===== config.mk =====
export PLATFORM = sky130hd
export DESIGN_NAME = irq_factor_ctrl
export DESIGN_NICKNAME = d
export VERILOG_FILES = /design/src/rtl/irqf_pkg.sv /design/src/rtl/irqf_sync.sv /design/src/rtl/irqf_port_detect.sv /design/src/rtl/irqf_flag_bank.sv /design/src/rtl/irq_factor_ctrl.sv
export SDC_FILE = /design/constraint.sdc
export NUM_CORES = 1
export LEC_CHECK = 0
export BUFFER_PORTS_ARGS = -buffer_cell sky130_fd_sc_hd__buf_4
export CORE_MARGIN = 1.5
export CORE_UTILIZATION = 50
export CTS_CLUSTER_DIAMETER = 80
export CTS_CLUSTER_SIZE = 14
export DETAILED_ROUTE_END_ITERATION = 8
export PLACE_DENSITY = 0.78
export SYNTH_ARGS = -nofsm -noshare
export SYNTH_HDL_FRONTEND = slang
export SYNTH_SLANG_ARGS = --single-unit
export TNS_END_PERCENT = 50

===== constraint.sdc =====
create_clock -name clk -period 5.8 [get_ports clk]
set_clock_uncertainty 0.1 [all_clocks]
set_input_delay 1.16 -clock clk [delete_from_list [all_inputs] [get_ports clk]]
set_output_delay 1.16 -clock clk [all_outputs]
set_load 0.005 [all_outputs]

===== src/rtl/irqf_pkg.sv =====
// Package: shared constants for the interrupt factor flag controller.
// Holds the register addresses and the detector mode type.
package irqf_pkg;
    localparam int ADDR_W = 8;
    localparam int DATA_W = 4;

    localparam logic [ADDR_W-1:0] A_FLG_TAP = 8'h00;
    localparam logic [ADDR_W-1:0] A_FLG_SW  = 8'h01;
    localparam logic [ADDR_W-1:0] A_FLG_PT  = 8'h02;
    localparam logic [ADDR_W-1:0] A_FLG_SIO = 8'h03;
    localparam logic [ADDR_W-1:0] A_FLG_G0  = 8'h04;
    localparam logic [ADDR_W-1:0] A_FLG_G1  = 8'h05;
    localparam logic [ADDR_W-1:0] A_EN_TAP  = 8'h10;
    localparam logic [ADDR_W-1:0] A_EN_SW   = 8'h11;
    localparam logic [ADDR_W-1:0] A_EN_PT   = 8'h12;
    localparam logic [ADDR_W-1:0] A_EN_SIO  = 8'h13;
    localparam logic [ADDR_W-1:0] A_EN_G0   = 8'h14;
    localparam logic [ADDR_W-1:0] A_EN_G1   = 8'h15;

    typedef enum logic {
        DET_MISMATCH = 1'b0,
        DET_FALL     = 1'b1
    } det_mode_e;
endpackage


===== src/rtl/irqf_sync.sv =====
// Module: irqf_sync
// A multi-flop synchronizer for a bus of asynchronous pins.
// Assumes each bit is independent; no multi-bit coherence is promised.
module irqf_sync #(
    parameter int W      = 4,
    parameter int STAGES = 2
) (
    input  logic         clk,
    input  logic         rst_n,
    input  logic [W-1:0] d,
    output logic [W-1:0] q
);
    logic [STAGES-1:0][W-1:0] st;

    // First stage samples the raw pins.
    always_ff @(posedge clk) begin
        if (!rst_n) st[0] <= '0;
        else        st[0] <= d;
    end

    for (genvar g = 1; g < STAGES; g++) begin : g_stage
        // Each later stage resolves metastability of the one before.
        always_ff @(posedge clk) begin
            if (!rst_n) st[g] <= '0;
            else        st[g] <= st[g-1];
        end
    end

    assign q = st[STAGES-1];
endmodule


===== src/rtl/irqf_port_detect.sv =====
// Module: irqf_port_detect
// Synchronizes a pin group and produces a one-cycle-per-cycle event.
// In DET_MISMATCH mode the event is high while an enabled pin differs
// from ref_val. In DET_FALL mode it is high for a 1->0 step of an enabled pin.
// Assumes ref_val and en are already in the clk domain.
module irqf_port_detect
    import irqf_pkg::*;
#(
    parameter int        W      = 4,
    parameter int        STAGES = 2,
    parameter det_mode_e MODE   = DET_MISMATCH
) (
    input  logic         clk,
    input  logic         rst_n,
    input  logic [W-1:0] pin,
    input  logic [W-1:0] ref_val,
    input  logic [W-1:0] en,
    output logic         evt
);
    logic [W-1:0] cur;
    logic [W-1:0] prev;
    logic [W-1:0] hit;

    irqf_sync #(.W(W), .STAGES(STAGES)) u_sync (
        .clk   (clk),
        .rst_n (rst_n),
        .d     (pin),
        .q     (cur)
    );

    // Previous synchronized value, used for edge detection.
    always_ff @(posedge clk) begin
        if (!rst_n) prev <= '0;
        else        prev <= cur;
    end

    // Per-pin condition chosen by the mode parameter.
    always_comb begin
        if (MODE == DET_FALL) hit = prev & ~cur;
        else                  hit = cur ^ ref_val;
    end

    assign evt = |(hit & en);
endmodule


===== src/rtl/irqf_flag_bank.sv =====
// Module: irqf_flag_bank
// A bank of N sticky factor flags. A set pulse latches a flag and a clear
// pulse drops it. Set wins over clear, so no event is lost to a read.
module irqf_flag_bank #(
    parameter int N = 10
) (
    input  logic         clk,
    input  logic         rst_n,
    input  logic [N-1:0] set,
    input  logic [N-1:0] clr,
    output logic [N-1:0] flag
);
    for (genvar i = 0; i < N; i++) begin : g_flag
        // One sticky flag with set priority over clear.
        always_ff @(posedge clk) begin
            if (!rst_n)      flag[i] <= 1'b0;
            else if (set[i]) flag[i] <= 1'b1;
            else if (clr[i]) flag[i] <= 1'b0;
        end

        // an event always leaves its flag set.
        a_r1_set_latches: assert property (@(posedge clk) disable iff (!rst_n)
            set[i] |=> flag[i]);
        // set in the same cycle as clear keeps the flag.
        a_r8_set_beats_clear: assert property (@(posedge clk) disable iff (!rst_n)
            (set[i] && clr[i]) |=> flag[i]);
        // a clear with no event drops the flag.
        a_r3_clear_drops: assert property (@(posedge clk) disable iff (!rst_n)
            (clr[i] && !set[i]) |=> !flag[i]);
        // without set or clear the flag holds its value.
        a_r1_flag_holds: assert property (@(posedge clk) disable iff (!rst_n)
            (!set[i] && !clr[i]) |=> $stable(flag[i]));
    end
endmodule


===== src/rtl/irq_factor_ctrl.sv =====
// Module: irq_factor_ctrl (top)
// Interrupt factor flags, enable registers and the CPU request line.
// Assumes all ev_* inputs are single-cycle pulses in the clk domain and that
// pin-group inputs are asynchronous. Bus strobes are one cycle wide.
// Read data is combinational from bus_addr.
module irq_factor_ctrl
    import irqf_pkg::*;
#(
    parameter int TAP_W       = 4,
    parameter int SW_W        = 2,
    parameter int PIN_W       = 4,
    parameter int SYNC_STAGES = 2
) (
    input  logic              clk,
    input  logic              rst_n,
    input  logic              cpu_ie,
    input  logic [TAP_W-1:0]  ev_tap,
    input  logic [SW_W-1:0]   ev_sw,
    input  logic              ev_ptz,
    input  logic              ev_sdone,
    input  logic [PIN_W-1:0]  pg0_pin,
    input  logic [PIN_W-1:0]  pg0_ref,
    input  logic [PIN_W-1:0]  pg1_pin,
    input  logic [ADDR_W-1:0] bus_addr,
    input  logic              bus_wr,
    input  logic [DATA_W-1:0] bus_wdata,
    input  logic              bus_rd,
    output logic [DATA_W-1:0] bus_rdata,
    output logic              irq
);
    localparam int IDX_SW  = TAP_W;
    localparam int IDX_PT  = TAP_W + SW_W;
    localparam int IDX_SIO = IDX_PT + 1;
    localparam int IDX_G0  = IDX_SIO + 1;
    localparam int IDX_G1  = IDX_G0 + 1;
    localparam int N_FLAG  = IDX_G1 + 1;

    logic [TAP_W-1:0]  en_tap;
    logic [SW_W-1:0]   en_sw;
    logic              en_pt;
    logic              en_sio;
    logic [PIN_W-1:0]  en_g0;
    logic [PIN_W-1:0]  en_g1;
    logic              evt_g0;
    logic              evt_g1;
    logic [N_FLAG-1:0] set_v;
    logic [N_FLAG-1:0] clr_v;
    logic [N_FLAG-1:0] flag;
    logic [N_FLAG-1:0] en_v;

    // Pin group 0 mismatch detector.
    irqf_port_detect #(.W(PIN_W), .STAGES(SYNC_STAGES), .MODE(DET_MISMATCH)) u_g0 (
        .clk     (clk),
        .rst_n   (rst_n),
        .pin     (pg0_pin),
        .ref_val (pg0_ref),
        .en      (en_g0),
        .evt     (evt_g0)
    );

    // Pin group 1 falling-edge detector.
    irqf_port_detect #(.W(PIN_W), .STAGES(SYNC_STAGES), .MODE(DET_FALL)) u_g1 (
        .clk     (clk),
        .rst_n   (rst_n),
        .pin     (pg1_pin),
        .ref_val ('0),
        .en      (en_g1),
        .evt     (evt_g1)
    );

    // Gather the set pulses into flag-bank order.
    always_comb begin
        set_v                   = '0;
        set_v[TAP_W-1:0]        = ev_tap;
        set_v[IDX_SW+:SW_W]     = ev_sw;
        set_v[IDX_PT]           = ev_ptz;
        set_v[IDX_SIO]          = ev_sdone;
        set_v[IDX_G0]           = evt_g0;
        set_v[IDX_G1]           = evt_g1;
    end

    // A read strobe at a flag address clears that register's flags.
    always_comb begin
        clr_v = '0;
        if (bus_rd) begin
            case (bus_addr)
                A_FLG_TAP: clr_v[TAP_W-1:0]    = '1;
                A_FLG_SW:  clr_v[IDX_SW+:SW_W] = '1;
                A_FLG_PT:  clr_v[IDX_PT]       = 1'b1;
                A_FLG_SIO: clr_v[IDX_SIO]      = 1'b1;
                A_FLG_G0:  clr_v[IDX_G0]       = 1'b1;
                A_FLG_G1:  clr_v[IDX_G1]       = 1'b1;
                default:   clr_v               = '0;
            endcase
        end
    end

    irqf_flag_bank #(.N(N_FLAG)) u_flags (
        .clk   (clk),
        .rst_n (rst_n),
        .set   (set_v),
        .clr   (clr_v),
        .flag  (flag)
    );

    // Enable registers: bus writes store the implemented low bits.
    always_ff @(posedge clk) begin
        if (!rst_n) begin
            en_tap <= '0;
            en_sw  <= '0;
            en_pt  <= 1'b0;
            en_sio <= 1'b0;
            en_g0  <= '0;
            en_g1  <= '0;
        end else if (bus_wr) begin
            case (bus_addr)
                A_EN_TAP: en_tap <= bus_wdata[TAP_W-1:0];
                A_EN_SW:  en_sw  <= bus_wdata[SW_W-1:0];
                A_EN_PT:  en_pt  <= bus_wdata[0];
                A_EN_SIO: en_sio <= bus_wdata[0];
                A_EN_G0:  en_g0  <= bus_wdata[PIN_W-1:0];
                A_EN_G1:  en_g1  <= bus_wdata[PIN_W-1:0];
                default:  ;
            endcase
        end
    end

    // Per-flag enable; a pin group counts as enabled if any pin is.
    always_comb begin
        en_v                   = '0;
        en_v[TAP_W-1:0]        = en_tap;
        en_v[IDX_SW+:SW_W]     = en_sw;
        en_v[IDX_PT]           = en_pt;
        en_v[IDX_SIO]          = en_sio;
        en_v[IDX_G0]           = |en_g0;
        en_v[IDX_G1]           = |en_g1;
    end

    // Request to the CPU.
    assign irq = cpu_ie && |(flag & en_v);

    // Read-data multiplexer; undefined addresses return zero.
    always_comb begin
        bus_rdata = '0;
        case (bus_addr)
            A_FLG_TAP: bus_rdata[TAP_W-1:0] = flag[TAP_W-1:0];
            A_FLG_SW:  bus_rdata[SW_W-1:0]  = flag[IDX_SW+:SW_W];
            A_FLG_PT:  bus_rdata[0]         = flag[IDX_PT];
            A_FLG_SIO: bus_rdata[0]         = flag[IDX_SIO];
            A_FLG_G0:  bus_rdata[0]         = flag[IDX_G0];
            A_FLG_G1:  bus_rdata[0]         = flag[IDX_G1];
            A_EN_TAP:  bus_rdata[TAP_W-1:0] = en_tap;
            A_EN_SW:   bus_rdata[SW_W-1:0]  = en_sw;
            A_EN_PT:   bus_rdata[0]         = en_pt;
            A_EN_SIO:  bus_rdata[0]         = en_sio;
            A_EN_G0:   bus_rdata[PIN_W-1:0] = en_g0;
            A_EN_G1:   bus_rdata[PIN_W-1:0] = en_g1;
            default:   bus_rdata            = '0;
        endcase
    end

    // no request while the CPU has interrupts off.
    a_r2_irq_needs_ie: assert property (@(posedge clk) disable iff (!rst_n)
        irq |-> cpu_ie);
    // reset leaves all flags and enables at zero.
    a_r5_reset_clear: assert property (@(posedge clk)
        !rst_n |=> (flag == '0 && en_tap == '0 && en_g0 == '0 && en_g1 == '0 && !irq));
    // the tap enable register changes only through a write to its address.
    a_r10_en_tap_hold: assert property (@(posedge clk) disable iff (!rst_n)
        !(bus_wr && bus_addr == A_EN_TAP) |=> $stable(en_tap));
    // the group-1 flag can only rise when some group-1 pin was enabled.
    a_r7_g1_needs_en: assert property (@(posedge clk) disable iff (!rst_n)
        $rose(flag[IDX_G1]) |-> $past(|en_g1));
    // the group-0 flag can only rise when some group-0 pin was enabled.
    a_r6_g0_needs_en: assert property (@(posedge clk) disable iff (!rst_n)
        $rose(flag[IDX_G0]) |-> $past(|en_g0));
endmodule


## Yosys cells after proc, flatten, opt, wreduce, memory -nomap -nowiden

Index checks and enable logic that the tools add are counted.

| word-level totals | value |
|---|---|
| output and inout port bits | 5 |
| input port bits | 37 |
| flip-flop bits (word level) | 46 |
| logic and storage cells | 91 |

| cells by class | value |
|---|---|
| mux-type cells | 30 |
| reductions and logical operators | 23 |
| bitwise gates (word level) | 6 |
| eq/ne operators | 11 |

Operator list:

| kind | count |
|---|---|
| $eq A8 B5 Y1 const B | 6 |
| $mux W1 | 24 |
| $reduce_bool A2 Y1 | 10 |
| $eq A8 B2 Y1 const B | 2 |
| $eq A8 B3 Y1 const B | 2 |
| $reduce_or A4 Y1 | 4 |
| $and A4 B4 Y4 | 3 |
| $pmux W1 S12 | 1 |
| $reduce_and A2 Y1 | 6 |
| $and A10 B10 Y10 | 1 |
| $mux W10 | 1 |
| $reduce_or A10 Y1 | 1 |
| $eq A8 B1 Y1 const B | 1 |
| $logic_not A8 Y1 | 1 |
| $pmux W2 S4 | 1 |
| $pmux W1 S6 | 1 |
| $mux W4 | 1 |
| $not A4 Y4 | 1 |
| $xor A4 B4 Y4 | 1 |
| $mux W2 | 1 |
| $logic_and A1 B1 Y1 | 1 |

## Depth between registers and ports, before layout

Gate-level depths: netlist of run 1.

| depth | value |
|---|---|
| word-level depth | 5 |
| depth in mapped cells | 6 |
| gate-level depth less buffers | 4 |

## By module

A second synthesis of run 1 with hierarchy kept.

| second synthesis, totals | value |
|---|---|
| cell total of the unflattened synthesis | 216 |
| area total of the unflattened synthesis | 2153.3 sq um |

By module, submodules not included:

| module | times used | seq. area each (sq um) | area an instance (sq um) | cells an instance |
|---|---|---|---|---|
| irq_factor_ctrl | 1 | 320.3 | 1131.1 | 123 |
| irqf_sync | 2 | 160.2 | 240.2 | 20 |
| irqf_flag_bank | 1 | 200.2 | 349.1 | 31 |
| irqf_port_detect (u_g1) | 1 | 80.1 | 138.9 | 15 |
| irqf_port_detect (u_g0) | 1 | 0.0 | 53.8 | 7 |

## Least setup slack after synthesis of run 1

Ideal clock, no wire load.

| timing | value |
|---|---|
| kind | input -> output |
| start point | in bus_addr[2] |
| end point | out bus_rdata[0] |
| cell stages on the path | 4 |
| data required time | 4.540 ns |
| buffers on the path | 1 |
| data arrival time | 2.252 ns |
| setup slack | 2.288 ns |
| path through | buf_6 -> mux4_2 -> mux2_2 -> a32o_1 |

| on the way | value |
|---|---|
| longest elaborated chain between the ends | 2 |
| elaborated cells between the ends (all ways) | 13 |
| those cells by class | eq/ne: 11; mux: 1; reduce/logical: 1 |

Ends and longest elaborated chain:

| element | RTL line | text |
|---|---|---|
| from (decl) | irq_factor_ctrl.sv:24 | `input logic [ADDR_W-1:0] bus_addr,` |
| $eq A8 B5 Y1 (tied with other cells) | irq_factor_ctrl.sv:145 | `case (bus_addr)` |
| $pmux W1 S12 * | irq_factor_ctrl.sv:145 |  |
| to (decl) | irq_factor_ctrl.sv:28 | `output logic [DATA_W-1:0] bus_rdata,` |

Mark *: on every way between the ends. The rest lies on a longest branch, timed or not.

## Worst setup path after layout of run 1

Ends and elaborated chain as after synthesis.

==> results.json, run 1 <==
{
  "status": "finished clean",
  "grt_max_degree": 43,
  "busiest_layer": "met2",
  "pin_count": 42,
  "worstPathMaxFanout": 10,
  "syn_area_um2": 1927,
  "core_area_um2": 3689,
  "slew_headroom": 0.6643,
  "netlist.top_cell.by_area": "dfxtp_1",
  "vias_per_cell": 5.466,
  "synth_top_area_frac": 0.4779,
  "hold-worst-slack_ns": 0.3366,
  "fp.dieW_um": 65.08,
  "end_kind": "primary output",
  "yosysWarningCount": 0,
  "synthSimpleGateAreaFrac": 0.2344,
  "drt_iter0_markers": 143,
  "dp.final_hpwl_um": 3195,
  "wirelength_um": 4189,
  "max_stage_delay_ns": 0.50,
  "critPathRequiredTime_ns": 4.54,
  "cts_buffer_depth": 2,
  "synth_area_leaders": "dfxtp_1 (48%), and2_1 (6.5%), mux2i_1 (5.2%)",
  "detail_route.wl_per_cell_um": 14.35,
  "first_pass_iters": 4,
  "cts_sinks": 46,
  "area_growth_pct": 21.69,
  "ctsHoldBuffers": 0,
  "use_met3": 0.05035,
  "fp.dieArea_um2": 4235,
  "num_rows": 22,
  "antenna_found_initial": 0,
  "period_needed_ns": 3.711,
  "finalCritPeriodShare": 0.6399,
  "ir_drop_uv": 180.0,
  "diodes": 0,
  "cts_tree": "done",
  "dp_cells": 284,
  "worst-path-buf-inv": 2,
  "cap_viol_max_count": 0,
  "cts_root_buf": "clkbuf_8",
  "final_net_count": 280,
  "gr-total-overflow": 0,
  "async_flop_share": 0,
  "stdcell_count": 292,
  "muxShareOfSynthArea": 0.09286,
  "pre_cts_slack_ns": 2.097,
  "power_leakage_nw": 0.9494,
  "drt.antenna.violating_nets": 0,
  "worst_slew_pin_slew_ns": 0.4989,
  "cpLargestDelayFamily": "multiplexers",
  "path_common_cell": "buf_4",
  "synth_xor_area_frac": 0.01818,
  "fillCellCount": 351,
  "seq_area_frac_synth": 0.4779,
  "synth_edf_count": 0,
  "gp_congestion": 0.9492,
  "critical_path_arrival_ns": 2.45,
  "grt_pass1_vias": 1535,
  "crit_chain": "buf_4, mux4_2, mux2_2, a32o_1, buf_4",
  "p_per_area_nw_per_um2": 247.5,
  "num_vias": 1596,
  "setup_tns_ns": 0,
  "synthFlopType": "dfxtp_1",
  "synth_top_family_by_area": "simple AND/OR/NAND/NOR gates",
  "setup_viol": 0,
  "clk_pin_slew_ns": 0.08,
  "synth_compound_area_frac": 0.1474,
  "path_class": "input pin to primary output",
  "grt.total_usage": 0.2190,
  "syn_area_per_cell_um2": 9.445,
  "power.total_uw": 580.4,
  "htree_levels": 2,
  "final_hold_viol_count": 0,
  "postCtsSetupRepairBufs": 0,
  "slew_violations": 0,
  "syn_nets": 241,
  "initial_core_util": 0.5224,
  "drc": 0,
  "synthDistinctLibCells": 35,
  "synthAdderAreaFrac": 0,
  "ff_latch_area_um2": 920.9,
  "multi_input_area_um2": 949.7,
  "die_y_um": 65.08,
  "grt_first_pass_wirelength_um": 7189,
  "max_freq_mhz": 269.5,
  "fin_ws_ns": 2.089,
  "grt_setup_unrepaired": "false",
  "drive_above_1_share": 0.2377,
  "port_buffers": 41,
  "clkLatencyLatePin_ns": 0.29,
  "gr-usage-met2": 0.3634,
  "globalRouteMet1Util": 0.2854,
  "min_path_type": "register to register",
  "critPathSlowestCell": "mux4_2",
  "ys_ff_latch": 46,
  "synth_cells": 204,
  "cts_buffers": 5,
  "cp-start-kind": "input pin",
  "post_cts_resized": 0
}
## state kept, by name, indices dropped and copies added (netlist names)
name and cells:
en_pt 1, u_g0.u_sync.st 4, u_g0.u_sync.q 4, u_flags.flag 10
u_g1.u_sync.st 4, en_sio 1, en_g0 4, en_sw 2
en_g1 4, u_g1.u_sync.q 4, u_g1.prev 4, en_tap 4
## routing by layer
| metal | up-vias | share of wire |
|---|---|---|
| met1 | 726 | 0.45 |
| met5 | - | 0 |
| met4 | 0 | 0.018 |
| met2 | 51 | 0.48 |
| li1 | 813 | - |
| met3 | 6 | 0.054 |
## final cells by class
class                           count  area share
Clock inverter                      2    0.005336
Sequential cell                    46      0.3927
Tap cell                           48     0.02561
Multi-Input combinational cell    146      0.4050
Timing Repair Buffer               41      0.1313
Inverter                            3    0.004803
Clock buffer                        6     0.03522
## where the power goes
part | internal, mW | total [mW] | leakage, nW | switching (mW)
Clock | 0.0957 | 0.196 | 0.0472 | 0.0999
Sequential | 0.326 | 0.331 | 0.377 | 0.00545
Combinational | 0.0288 | 0.0538 | 0.525 | 0.0250
## cells by family (layout without fill, tap and decap cells)
logic type,Yosys count,after routing
DFF,46,46
and+or+nand+nor,82,82
AOI/OAI and AO/OA,44,44
muxes,16,16
xor gates and xnor gates,4,4
buffers and inverters,12,52
## metrics by stage
| stage | utilization | area [um2] |
|---|---|---|
| global placement | 0.6099 | 2250 |
| global route | 0.6357 | 2345 |
| CTS | 0.6357 | 2345 |
| finish | 0.6357 | 2345 |
| floorplan | - | 1927 |
| detailed placement | 0.6099 | 2250 |
## cell usage in the layout, fill, tap and decap left out
master and count:
dfxtp_1 46, buf_4 41, and2_1 20, nand3_1 17, nand2_1 16, o21ai_0 15, nor2_1 13, mux2i_1 10
a21oi_1 7, clkbuf_8 6, mux2_2 5, nand4_1 4, xor2_1 4, nor2b_1 3, nand3b_1 3, o22ai_1 3
a22oi_1 3, o41ai_1 3, o21a_1 3, a22o_1 2, a221oi_1 2, inv_1 2, a41oi_1 2, a31oi_1 2
nor4b_4 1, nor3_2 1, nor4_1 1, mux4_2 1, a32o_1 1, nand4b_1 1, clkinv_1 1, or3b_2 1
o31a_1 1, and3b_1 1, clkinvlp_4 1, clkinv_2 1
## Yosys cell counts, drive strengths merged, types with 2 or more instances
library cell	number
buf	4
a21oi	7
nand2	16
nand3b	3
a22oi	3
o22ai	3
mux2i	10
a31oi	2
nand3	17
and2	20
a221oi	2
clkbuf	5
o21ai	15
dfxtp	46
a22o	2
nor2	13
mux2	5
o41ai	3
xor2	4
a41oi	2
nand4	4
nor2b	3
inv	2
o21a	3
## path summary, 6_finish.rpt
kind                                     start                           end  slack (ns)  depth (start not counted)
setup / recovery                   bus_addr[2]                  bus_rdata[0]        2.09                          5
hold / removal    u_g1.u_sync.st[1]$_SDFF_PN0_   u_g1.u_sync.q[1]$_SDFF_PN0_        0.34                          1
setup reg to reg         en_g1[1]$_SDFFE_PN0P_  u_flags.flag[9]$_SDFFE_PN0P_        4.78                          3
hold reg to reg   u_g1.u_sync.st[1]$_SDFF_PN0_   u_g1.u_sync.q[1]$_SDFF_PN0_        0.34                          1
Note: power is estimated with default switching activity, not from simulation.
==> run 2, diff against run 1 <==
CORE_UTILIZATION = 48   (was 50)
PLACE_DENSITY = 0.79   (was 0.78)
clock period = 3.2 ns   (was 5.8 ns; I/O delays follow)
==> results.json, run 2 (synthesis results as in run 1) <==
{
  "status": "finished clean",
  "drive_above_1_share": 0.2367,
  "regMostFlops": "u_flags.flag",
  "setup_tns_ns": 0,
  "final_net_count": 281,
  "end_kind": "primary output",
  "port_buffers": 41,
  "slew_headroom": 0.6785,
  "reg2reg_depth": 3,
  "power_frac_seq": 0.574,
  "num_vias": 1623,
  "num_rows": 22,
  "die_y_um": 66.36,
  "combPwrFrac": 0.095,
  "gr-total-overflow": 0,
  "ctsHoldBuffers": 0,
  "grt.total_usage": 0.2157,
  "first_pass_iters": 4,
  "p_clk_frac": 0.331,
  "vias_per_cell": 5.539,
  "antenna_found_initial": 0,
  "cts_sinks": 46,
  "multi_input_area_um2": 949.7,
  "cts_root_buf": "clkbuf_8",
  "layout_commonest_cell": "dfxtp_1",
  "fp.dieW_um": 66.36,
  "diodes": 0,
  "max_stage_delay_ns": 0.50,
  "critical_path_arrival_ns": 1.93,
  "core_area_um2": 3771,
  "drc": 0,
  "pin_count": 42,
  "reg2reg_to": "u_flags.flag[9]$_SDFFE_PN0P_",
  "drt.antenna.violating_nets": 0,
  "path_class": "input pin to primary output",
  "final_hold_viol_count": 0,
  "grt_setup_unrepaired": "false",
  "clkLatencyLatePin_ns": 0.30,
  "power_leakage_nw": 0.9525,
  "worstPathMaxFanout": 10,
  "p_per_area_nw_per_um2": 445.8,
  "post_cts_resized": 0,
  "htree_levels": 2,
  "largest_reg_flops": 10,
  "rrSetupSlack_ns": 2.17,
  "critPathCapture": "bus_rdata[0]",
  "area_growth_pct": 21.62,
  "cp-start-kind": "input pin",
  "finalCritPeriodShare": 0.8337,
  "ff_latch_area_um2": 920.9,
  "ir_drop_uv": 349.7,
  "path_common_cell": "buf_4",
  "crit_chain": "buf_4, mux4_2, mux2_2, a32o_1, buf_4",
  "dp.final_hpwl_um": 3134,
  "gp_congestion": 0.9344,
  "max_freq_mhz": 374.8,
  "cts_buffers": 5,
  "min_path_type": "register to register",
  "final_cell_mix": "dfxtp_1 (46), buf_4 (42), and2_1 (20), nand3_1 (17), nand2_1 (16)",
  "worst_slew_pin_slew_ns": 0.4778,
  "critPathSlowestCell": "mux4_2",
  "clk_pin_slew_ns": 0.08,
  "fillCellCount": 355,
  "power_switching_uw": 247.5,
  "postCtsSetupRepairBufs": 0,
  "initial_core_util": 0.5109,
  "slew_violations": 0,
  "cap_viol_max_count": 0,
  "place_area_um2": 2257,
  "drt_iter0_markers": 147,
  "wirelength_um": 4222,
  "fin_area_um2": 2344,
  "grt_first_pass_wirelength_um": 7003,
  "cts_buffer_depth": 2,
  "r2r-start": "en_g1[1]$_SDFFE_PN0P_",
  "cts_tree": "done",
  "setup_viol": 0,
  "switching_share": 0.2369,
  "startpoint": "bus_addr[2]",
  "fp.dieArea_um2": 4404,
  "detail_route.wl_per_cell_um": 14.41,
  "period_needed_ns": 2.668,
  "critPathRequiredTime_ns": 2.46,
  "fin_ws_ns": 0.5321,
  "p_int_uw": 797.3,
  "grt_max_degree": 43,
  "grt_pass1_vias": 1536,
  "pre_cts_slack_ns": 0.5355
}
[run 2: cell count changes in the layout (fill, tap and decap cells not counted)]
cell / delta
clkinv_4: +1
clkinvlp_4: -1
clkbuf_8: -1
buf_4: +1
clkbuf_1: +1
[run 2: power by group through the flow]
stage,combinational [mW],clock (mW),sequential [mW]
after floorplan,0.0529,0,0.610
after global placement,0.0972,0,0.613
after detailed placement,0.0993,0,0.613
after CTS,0.0996,0.353,0.600
after global routing,0.109,0.382,0.602
final,0.0990,0.346,0.600
[run 2: cell type report]
class | count | area share
Sequential cell | 46 | 0.3930
Clock inverter | 2 | 0.005873
Clock buffer | 6 | 0.03097
Timing Repair Buffer | 42 | 0.1345
Multi-Input combinational cell | 146 | 0.4052
Tap cell | 48 | 0.02563
Inverter | 3 | 0.004805
[run 2: worst min path at each step]
stage	from	to	cells past startpoint	slack, ns
after floorplan	u_g0.u_sync.st[0]$_SDFF_PN0_	u_g0.u_sync.q[0]$_SDFF_PN0_	1	0.31
after global placement	u_g1.u_sync.st[3]$_SDFF_PN0_	u_g1.u_sync.q[3]$_SDFF_PN0_	1	0.31
after detailed placement	u_g0.u_sync.st[0]$_SDFF_PN0_	u_g0.u_sync.q[0]$_SDFF_PN0_	1	0.32
after CTS	u_g0.u_sync.st[3]$_SDFF_PN0_	u_g0.u_sync.q[3]$_SDFF_PN0_	1	0.34
after global routing	u_g0.u_sync.st[2]$_SDFF_PN0_	u_g0.u_sync.q[2]$_SDFF_PN0_	1	0.35
final	u_g1.u_sync.st[3]$_SDFF_PN0_	u_g1.u_sync.q[3]$_SDFF_PN0_	1	0.34
[run 2: layer usage]
metal  GRT usage  up-vias  wire length, um
met5           0        -                0
met2      0.3575       49             1991
met1      0.2688      751             1919
li1            -      816                -
met4     0.06122        0               48
met3     0.06644        7              262
[run 2: worst max-delay path: cells and delay by family]
family / cells / cell delay (ns)
mux: 2 / 0.77
compound gates: 1 / 0.24
buf+inv: 2 / 0.27
[run 2: through the flow]
| step | instances | utilization | power, mW | hold WS (ns) |
|---|---|---|---|---|
| finish | 293 | 0.6214 | 1.045 | 0.3360 |
| detailed placement | 285 | 0.5985 | 0.7126 | 0.3188 |
| floorplan | 204 | - | 0.6625 | 0.3119 |
| global route | 293 | 0.6214 | 1.093 | 0.3491 |
| global placement | 285 | 0.5985 | 0.7100 | 0.3136 |
| CTS | 293 | 0.6214 | 1.053 | 0.3390 |
==> run 3, diff against run 2 <==
CORE_UTILIZATION = 50   (was 48)
PLACE_DENSITY = 0.78   (was 0.79)
clock period = 2.54 ns   (was 3.2 ns; I/O delays follow)
==> results.json, run 3 (synthesis results as in run 1) <==
{
  "detail_route.wl_per_cell_um": 14.77,
  "cts_sinks": 46,
  "worst-path-buf-inv": 2,
  "crit_chain": "buf_4, mux4_2, mux2_2, a32o_1, buf_4",
  "power_leakage_nw": 0.9817,
  "drc": 0,
  "fp.dieArea_um2": 4235,
  "wirelength_um": 4371,
  "cts_buffer_depth": 2,
  "critPathSlowestCell": "mux4_2",
  "diodes": 0,
  "area_growth_pct": 24.16,
  "antenna_found_initial": 0,
  "gr-total-overflow": 0,
  "clkLatencyLatePin_ns": 0.30,
  "core_area_um2": 3689,
  "first_pass_iters": 4,
  "vias_per_cell": 5.537,
  "cts_tree": "done",
  "setup_viol": 0,
  "end_kind": "primary output",
  "slew_headroom": 0.6632,
  "largest_reg_flops": 10,
  "finalCritPeriodShare": 0.9487,
  "period_needed_ns": 2.410,
  "grt_max_degree": 43,
  "layout_commonest_cell": "dfxtp_1",
  "drt_iter0_markers": 121,
  "pin_count": 42,
  "grt_setup_unrepaired": "false",
  "max_stage_delay_ns": 0.49,
  "final_hold_viol_count": 0,
  "final_cell_mix": "dfxtp_1 (46), buf_4 (45), and2_1 (20), nand3_1 (17), nand2_1 (16)",
  "critical_path_arrival_ns": 1.80,
  "setup_tns_ns": 0,
  "htree_levels": 2,
  "regMostFlops": "u_flags.flag",
  "path_class": "input pin to primary output",
  "num_vias": 1639,
  "drt.antenna.violating_nets": 0,
  "p_per_area_nw_per_um2": 597.7,
  "grt_pass1_vias": 1527,
  "cts_root_buf": "clkbuf_8",
  "dp.final_hpwl_um": 3196,
  "place_area_um2": 2280,
  "max_freq_mhz": 415.0,
  "postCtsSetupRepairBufs": 0,
  "ir_drop_uv": 396.3,
  "final_net_count": 284,
  "clk_pin_slew_ns": 0.09,
  "worstPathMaxFanout": 10,
  "cts_buffers": 5,
  "worst_slew_pin_slew_ns": 0.5005,
  "cpLargestDelayFamily": "multiplexers",
  "initial_core_util": 0.5224,
  "die_y_um": 65.08,
  "post_cts_resized": 0,
  "cap_viol_max_count": 0,
  "ctsHoldBuffers": 0,
  "fillCellCount": 326,
  "min_path_type": "input pin to register",
  "critPathRequiredTime_ns": 1.93,
  "port_buffers": 41,
  "grt_first_pass_wirelength_um": 7155,
  "grt.total_usage": 0.2267,
  "cp-start-kind": "input pin",
  "num_rows": 22,
  "path_common_cell": "buf_4",
  "fin_area_um2": 2392,
  "fp.dieW_um": 65.08,
  "gp_congestion": 0.9021,
  "status": "finished clean",
  "slew_violations": 0,
  "drive_above_1_share": 0.2500
}
==> run 3: final cells by class <==
type | count | area, um2 | area share
clock buffers | 5 | 68.82 | 0.02877
flip-flops and latches | 46 | 920.9 | 0.3849
well taps | 48 | 60.06 | 0.02510
clock inverters | 3 | 43.79 | 0.01831
repair buffers | 45 | 337.8 | 0.1412
inverters | 3 | 11.26 | 0.004707
multi-input cells | 146 | 949.7 | 0.3970
==> run 3: worst paths after layout <==
check             slack (ns)                            to                         start  cells after the start
hold reg to reg         0.34   u_g1.u_sync.q[2]$_SDFF_PN0_  u_g1.u_sync.st[2]$_SDFF_PN0_                      1
setup reg to reg        1.53  u_flags.flag[9]$_SDFFE_PN0P_         en_g1[1]$_SDFFE_PN0P_                      3
hold / removal          0.31  u_flags.flag[7]$_SDFFE_PN0P_                      ev_sdone                      2
setup / recovery        0.13                  bus_rdata[0]                   bus_addr[2]                      5
==> run 3: metrics by stage <==
stage                     worst slack (ns)    util  power (mW)  cells  hold slack (ns)
after floorplan                     0.3321       -      0.8347    204           0.3119
after global placement              0.1519  0.6180      0.8982    288           0.3132
after detailed placement            0.1335  0.6180      0.9011    288           0.3189
after CTS                           0.1285  0.6486       1.440    296           0.3053
after global routing               0.07218  0.6486       1.496    296           0.2940
final                               0.1304  0.6486       1.430    296           0.3105
==> run 3: power by group <==
group	internal, mW	leakage (nW)	switching, mW	total, mW
Clock	0.295	0.0585	0.250	0.545
Combinational	0.0690	0.546	0.0596	0.129
Sequential	0.744	0.377	0.0127	0.756
Total	1.11	0.982	0.322	1.43
==> run 3: layer usage <==
| layer | global-route usage | part of all wire | vias to the layer above |
|---|---|---|---|
| li1 | - | - | 818 |
| met1 | 0.2790 | 0.45 | 753 |
| met2 | 0.3776 | 0.48 | 57 |
| met3 | 0.06424 | 0.056 | 11 |
| met4 | 0.08333 | 0.018 | 0 |
| met5 | 0 | 0 | - |
